### config.mk
export PLATFORM = sky130hd
export DESIGN_NAME = flag_page_unit
export DESIGN_NICKNAME = d
export VERILOG_FILES = /design/src/rtl/cpuflag_pkg.sv /design/src/rtl/fpu_status_reg.sv /design/src/rtl/fpu_page_select.sv /design/src/rtl/flag_page_unit.sv
export SDC_FILE = /design/constraint.sdc
export NUM_CORES = 1
export LEC_CHECK = 0
export ABC_CLOCK_PERIOD_IN_PS = 1500
export CAP_MARGIN = 20
export CORE_MARGIN = 8
export CORE_UTILIZATION = 30
export CTS_BUF_LIST = sky130_fd_sc_hd__clkbuf_8
export CTS_CLUSTER_DIAMETER = 200
export DETAILED_ROUTE_END_ITERATION = 6
export PLACE_DENSITY = 0.71
export SYNTH_ARGS = -nofsm -noshare
export SYNTH_HDL_FRONTEND = slang
export SYNTH_HIERARCHICAL = 1
export SYNTH_SLANG_ARGS = --single-unit
### constraint.sdc
create_clock -name clk -period 1.5 [get_ports clk]
set_clock_uncertainty 0.15 [all_clocks]
set_input_delay 0.225 -clock clk [delete_from_list [all_inputs] [get_ports clk]]
set_output_delay 0.225 -clock clk [all_outputs]
set_load 0.01 [all_outputs]
### src/rtl/cpuflag_pkg.sv
package cpuflag_pkg;

    typedef enum logic [1:0] {
        FOP_AND  = 2'b00,
        FOP_OR   = 2'b01,
        FOP_XOR  = 2'b10,
        FOP_NONE = 2'b11
    } fop_e;

    typedef enum logic [1:0] {
        PG_ALL_ZERO  = 2'b00,
        PG_STK_INDEX = 2'b01,
        PG_SPLIT     = 2'b10,
        PG_CUR_STK   = 2'b11
    } pg_mode_e;

    typedef struct packed {
        pg_mode_e mode;   // 7:6
        logic     spare;  // 5
        logic     xsel;   // 4
        logic     rsvd;   // 3
        logic     carry;  // 2
        logic     zero;   // 1
        logic     ie;     // 0
    } status_t;

    localparam logic [7:0] STATUS_KEEP_MASK = 8'hF7;

    function automatic status_t apply_fop(input status_t cur, input fop_e kind,
                                          input logic [7:0] imm);
        logic [7:0] res;
        case (kind)
            FOP_AND: res = cur & imm;
            FOP_OR:  res = cur | imm;
            FOP_XOR: res = cur ^ imm;
            default: res = cur;
        endcase
        return status_t'(res & STATUS_KEEP_MASK);
    endfunction

endpackage

### src/rtl/fpu_status_reg.sv
module fpu_status_reg
    import cpuflag_pkg::*;
(
    input  logic       clk,
    input  logic       rst,
    input  logic       irq_enter,
    input  logic       fop_valid,
    input  fop_e       fop_kind,
    input  logic [7:0] fop_imm,
    input  logic       alu_valid,
    input  logic       alu_carry,
    input  logic       alu_zero,
    output status_t    status_q
);
    status_t status_d;
    logic    fop_live;

    assign fop_live = fop_valid && (fop_kind != FOP_NONE);

    always_comb begin
        status_d = status_q;
        if (irq_enter) begin
            status_d = '0;
        end else if (fop_live) begin
            status_d = apply_fop(status_q, fop_kind, fop_imm);
        end else if (alu_valid) begin
            status_d.carry = alu_carry;
            status_d.zero  = alu_zero;
        end
        status_d.rsvd = 1'b0;
    end

    always_ff @(posedge clk) begin
        if (rst) status_q <= '0;
        else     status_q <= status_d;
    end
endmodule

### src/rtl/fpu_page_select.sv
module fpu_page_select
    import cpuflag_pkg::*;
#(
    parameter int PAGE_W = 4
) (
    input  pg_mode_e          mode,
    input  logic [PAGE_W-1:0] cur_page,
    input  logic [PAGE_W-1:0] idx_page,
    input  logic [PAGE_W-1:0] stk_page,
    input  logic              acc_valid,
    input  logic              acc_indexed,
    output logic [PAGE_W-1:0] page,
    output logic              page_valid,
    output logic              page_indexed
);
    localparam logic [PAGE_W-1:0] PAGE_ZERO = '0;

    logic [PAGE_W-1:0] direct_pg;
    logic [PAGE_W-1:0] indexed_pg;

    always_comb begin
        unique case (mode)
            PG_ALL_ZERO:  begin direct_pg = PAGE_ZERO; indexed_pg = PAGE_ZERO; end
            PG_STK_INDEX: begin direct_pg = PAGE_ZERO; indexed_pg = stk_page;  end
            PG_SPLIT:     begin direct_pg = cur_page;  indexed_pg = idx_page;  end
            default:      begin direct_pg = cur_page;  indexed_pg = stk_page;  end
        endcase
    end

    assign page         = acc_indexed ? indexed_pg : direct_pg;
    assign page_valid   = acc_valid;
    assign page_indexed = acc_indexed;
endmodule

### src/rtl/flag_page_unit.sv
module flag_page_unit
    import cpuflag_pkg::*;
#(
    parameter int PAGE_W = 4
) (
    input  logic              clk,
    input  logic              rst,
    input  logic              irq_enter,
    input  logic              fop_valid,
    input  logic [1:0]        fop_kind,
    input  logic [7:0]        fop_imm,
    input  logic              alu_valid,
    input  logic              alu_carry,
    input  logic              alu_zero,
    input  logic [PAGE_W-1:0] cur_page,
    input  logic [PAGE_W-1:0] idx_page,
    input  logic [PAGE_W-1:0] stk_page,
    input  logic              acc_valid,
    input  logic              acc_indexed,
    output logic [7:0]        flags_q,
    output logic              xio_space,
    output logic              gie,
    output logic [PAGE_W-1:0] acc_page,
    output logic              acc_page_valid,
    output logic              acc_page_indexed
);
    status_t status_q;

    fpu_status_reg u_status (
        .clk       (clk),
        .rst       (rst),
        .irq_enter (irq_enter),
        .fop_valid (fop_valid),
        .fop_kind  (fop_e'(fop_kind)),
        .fop_imm   (fop_imm),
        .alu_valid (alu_valid),
        .alu_carry (alu_carry),
        .alu_zero  (alu_zero),
        .status_q  (status_q)
    );

    fpu_page_select #(.PAGE_W(PAGE_W)) u_page (
        .mode         (status_q.mode),
        .cur_page     (cur_page),
        .idx_page     (idx_page),
        .stk_page     (stk_page),
        .acc_valid    (acc_valid),
        .acc_indexed  (acc_indexed),
        .page         (acc_page),
        .page_valid   (acc_page_valid),
        .page_indexed (acc_page_indexed)
    );

    assign flags_q   = status_q;
    assign xio_space = status_q.xsel;
    assign gie       = status_q.ie;
endmodule

==> results by group <==
Outcome
  – Status: complete, no violations

Clock tree
  – Count of clock tree sinks: 7
  – CTS buffer count: 3
  – Worst-Skew Late Latency: 220 ps
  – Clock edge transition at the registers on the reported setup and hold paths: roughly 40 ps
  – Clock tree from TritonCTS: yes
  – H-tree levels: 1
  – Root buffer cell: sky130_fd_sc_hd__clkbuf_8
  – Maximum root-to-sink buffer count: 2

Pwr
  – Part of the total power dissipated in the clock network: a little over a third
  – Final total power: around 0.74 mW
  – Power dissipated by switching net loads: approximately 0.22 mW
  – Pwr Density: 517 mW/mm^2
  – Comb pwr share: around 37%
  – Part of the total power dissipated in sequential elements: between 20% and 30%
  – Switching portion of total power: between 20% and 30%
  – Maximum ir drop on the vdd rail: ~0.43 mV
  – Leakage power: 0.679 nW
  – Internal power consumption: ~0.52 mW

Worst setup path
  – Slowest stage delay, CP: just under 500 ps
  – CP required: 1490 ps
  – Top cell by count, worst path: sky130_fd_sc_hd__nand2_1
  – Buffer and inverter count on the worst path: 2
  – Worst Setup End Kind: register
  – Cell type of the slowest stage on the worst timing path: sky130_fd_sc_hd__clkdlybuf4s50_1
  – Cell family contributing the most delay on the critical path: buffers and inverters
  – CP arrival: between 1000 and 1500 ps
  – Cells along the critical path: clkdlybuf4s50_1 > inv_1 > ha_1 > nand2_1 > o211ai_1 > nand2_1 > a211oi_1
  – Largest fanout on the critical path: 2
  – Worst Setup Path Type: in2reg
  – Critical Path Source Type: input port

Detailed routing
  – Routed wire length per instance: ~14 um
  – Number of nets with antenna violations after detailed routing: 0
  – Post-DR vias/cell: roughly 4.8
  – Pre-antenna DRT Iters: 4
  – Number of remaining DRC errors: 0
  – Number of DRC markers after the initial detailed-route iteration: 22
  – Routed vias: roughly 930
  – Final WL: 2.68 mm

Synthesis
  – Sequential fraction of the synthesis area: between 10% and 20%
  – Number of distinct library cells after synthesis: 24
  – Number of storage elements in the synthesis netlist: 7
  – Area share of the largest cell type after synthesis: between 20% and 30%
  – Number of nets produced by synthesis: around 170
  – Leading cell types by total area after synthesis: sky130_fd_sc_hd__ha_1 27%, sky130_fd_sc_hd__dfxtp_1 16%, sky130_fd_sc_hd__inv_1 7.2%
  – Avg Synthesized Cell Area: between 7 and 8 sq um
  – Yosys top cell by area: sky130_fd_sc_hd__ha_1
  – Total number of yosys warnings: 6
  – Gate count after technology mapping: 116
  – Post-Synthesis Cell Area: just under 900 sq um

GRT
  – Vias in the first global route: just over 1000
  – GR Util All Layers: 10.5%
  – Antenna violations before repair: 0
  – Global-route wire length before repair: between 4 and 5 mm
  – Maximum number of pins on one net before global-route repair: 14
  – Remaining global-route overflow: 0

Placement
  – Global placement routability congestion: between 0.7 and 0.8
  – Placed standard-cell area: between 0.001 and 0.0015 sq mm
  – Number of port buffers: 42
  – DP Wirelength: around 2 mm

Layout
  – Synthesis-to-layout area growth: 61.4%
  – Number of filler cells placed in the layout: 294
  – Final layout net count: approximately 210
  – Final core utilization: between 50% and 60%
  – Most flops, register: u_status/status_q
  – Footprint of the multi-input gates: about 660 sq um
  – Number of diodes: 0
  – Summed area of non-filler cells in the final layout: 0.00142 sq mm
  – Largest register FFs: 7
  – Largest registers: u_status/status_q x7
  – Fraction of final layout cells with drive strength greater than 1: roughly a fifth
  – Sequential cell area: about 150 sq um

Die
  – Effective utilization at floorplan: roughly a third
  – Core region area: about 0.0028 sq mm
  – Height of the chip: between 70 and 80 um
  – Cell Rows: 19
  – I/O pin count: 47
  – Die outline width: ~70 um
  – Area enclosed by the die boundary: a little under 0.005 sq mm

STA
  – Final hold viol count: 0
  – Portion of the clock cycle consumed by the worst path in the final layout: 96.1%
  – Count of pins over their slew limit: 0
  – Time the worst path needs with I/O delays and setup: between 1000 and 1500 ps
  – Setup-failing EPs final: 0
  – FMAX: slightly below 700 MHz

Hold path
  – Worst Hold Class: in2out

Job
  – Max-Cap Viols: 0
synth_stat cells, drive strengths merged:
library cell,instances
a21oi,5
ha,19
nor2,8
nand2,11
buf,9
nand3,7
nor3,2
dfxtp,7
inv,17
nand4b,4
a22oi,1
or2,2
conb,1
nand2b,1
o21ai,8
and2,1
nand3b,3
o211ai,2
a211oi,7
clkbuf,1
layout make-up:
type                       count  share of cell area [%]
clock buffer                   3                    2.90
sequential                     7                    10.4
tap                           31                    2.73
multi-input combinational     83                    46.7
inverter                      17                    4.49
clock inverter                 1                   0.264
timing repair buffer          50                    32.5
power by group through the flow:
stage                     clock (mW)  sequential, mW  combinational (mW)
after detailed placement           0           0.209               0.255
after floorplan                    0           0.211               0.122
after global routing           0.286           0.205               0.295
final                          0.264           0.204               0.268
after CTS                      0.273           0.204               0.256
after global placement             0           0.208               0.246
cells in the final DEF, fill, tap and decap left out, types with 2 or more instances in the layout:
| cell type | n |
|---|---|
| sky130_fd_sc_hd__clkbuf_8 | 3 |
| sky130_fd_sc_hd__buf_2 | 4 |
| sky130_fd_sc_hd__clkdlybuf4s50_1 | 22 |
| sky130_fd_sc_hd__nand3b_1 | 3 |
| sky130_fd_sc_hd__ha_1 | 15 |
| sky130_fd_sc_hd__a211oi_1 | 4 |
| sky130_fd_sc_hd__nand2_1 | 11 |
| sky130_fd_sc_hd__a21oi_1 | 5 |
| sky130_fd_sc_hd__ha_2 | 2 |
| sky130_fd_sc_hd__inv_2 | 3 |
| sky130_fd_sc_hd__nand3_1 | 7 |
| sky130_fd_sc_hd__a211oi_2 | 3 |
| sky130_fd_sc_hd__or2_1 | 2 |
| sky130_fd_sc_hd__dlygate4sd2_1 | 11 |
| sky130_fd_sc_hd__o21ai_1 | 6 |
| sky130_fd_sc_hd__o211ai_1 | 2 |
| sky130_fd_sc_hd__nor2_1 | 6 |
| sky130_fd_sc_hd__dfxtp_1 | 5 |
| sky130_fd_sc_hd__o21ai_0 | 2 |
| sky130_fd_sc_hd__nand4b_1 | 4 |
| sky130_fd_sc_hd__dlymetal6s2s_1 | 4 |
| sky130_fd_sc_hd__ha_4 | 2 |
| sky130_fd_sc_hd__dfxtp_4 | 2 |
| sky130_fd_sc_hd__nor3_1 | 2 |
| sky130_fd_sc_hd__buf_4 | 7 |
| sky130_fd_sc_hd__inv_1 | 15 |
| sky130_fd_sc_hd__nor2_4 | 3 |
kinds of logic (layout without fill, tap and decap cells):
logic type	count (synthesis)	after routing	share of synthesized area, %
buffers and inverters	27	71	15.6
other	1	1	0.426
adders and majority gates	19	19	27.0
AOI/OAI and AO/OA	23	23	15.9
and+or+nand+nor	39	40	25.1
DFF	7	7	15.9
metrics by stage:
stage	setup TNS, ps	instances	hold WS [ps]	setup slack, ps
detailed placement	-5670	187	300	-615
global placement	-4930	187	300	-565
floorplan	0	116	303	94.6
finish	0	192	300	59.2
global route	-17.8	192	300	-17.8
CTS	0	192	300	1.90
layer usage:
| metal | wire length [um] | vias up | global-route usage, % |
|---|---|---|---|
| met2 | 1270 | 36 | 19.0 |
| met3 | 205 | 0 | 4.10 |
| met1 | 1200 | 419 | 11.1 |
| met5 | 0 | - | 0 |
| li1 | - | 470 | - |
| met4 | 0 | 0 | 2.46 |
worst paths after layout:
path / slack [ps] / end / depth (start not counted) / startpoint
min reg2reg: 390 / u_status/status_q[5] / 2 / u_status/status_q[5]
max reg2reg: 60 / u_status/status_q[6] / 7 / u_status/status_q[6]
min: 300 / acc_page_valid / 0 / acc_valid
max: 60 / u_status/status_q[1] / 7 / fop_imm[1]
what timing repair did:
item / CTS / global route
resized for setup: 40 / 15
cloned: 1 / 0
setup endpoints to repair: 21 / 7
hold buffers: 0 / 0
setup buffers: 0 / 0
pin swaps: 1 / 6
(Power assumes the default switching activity.)
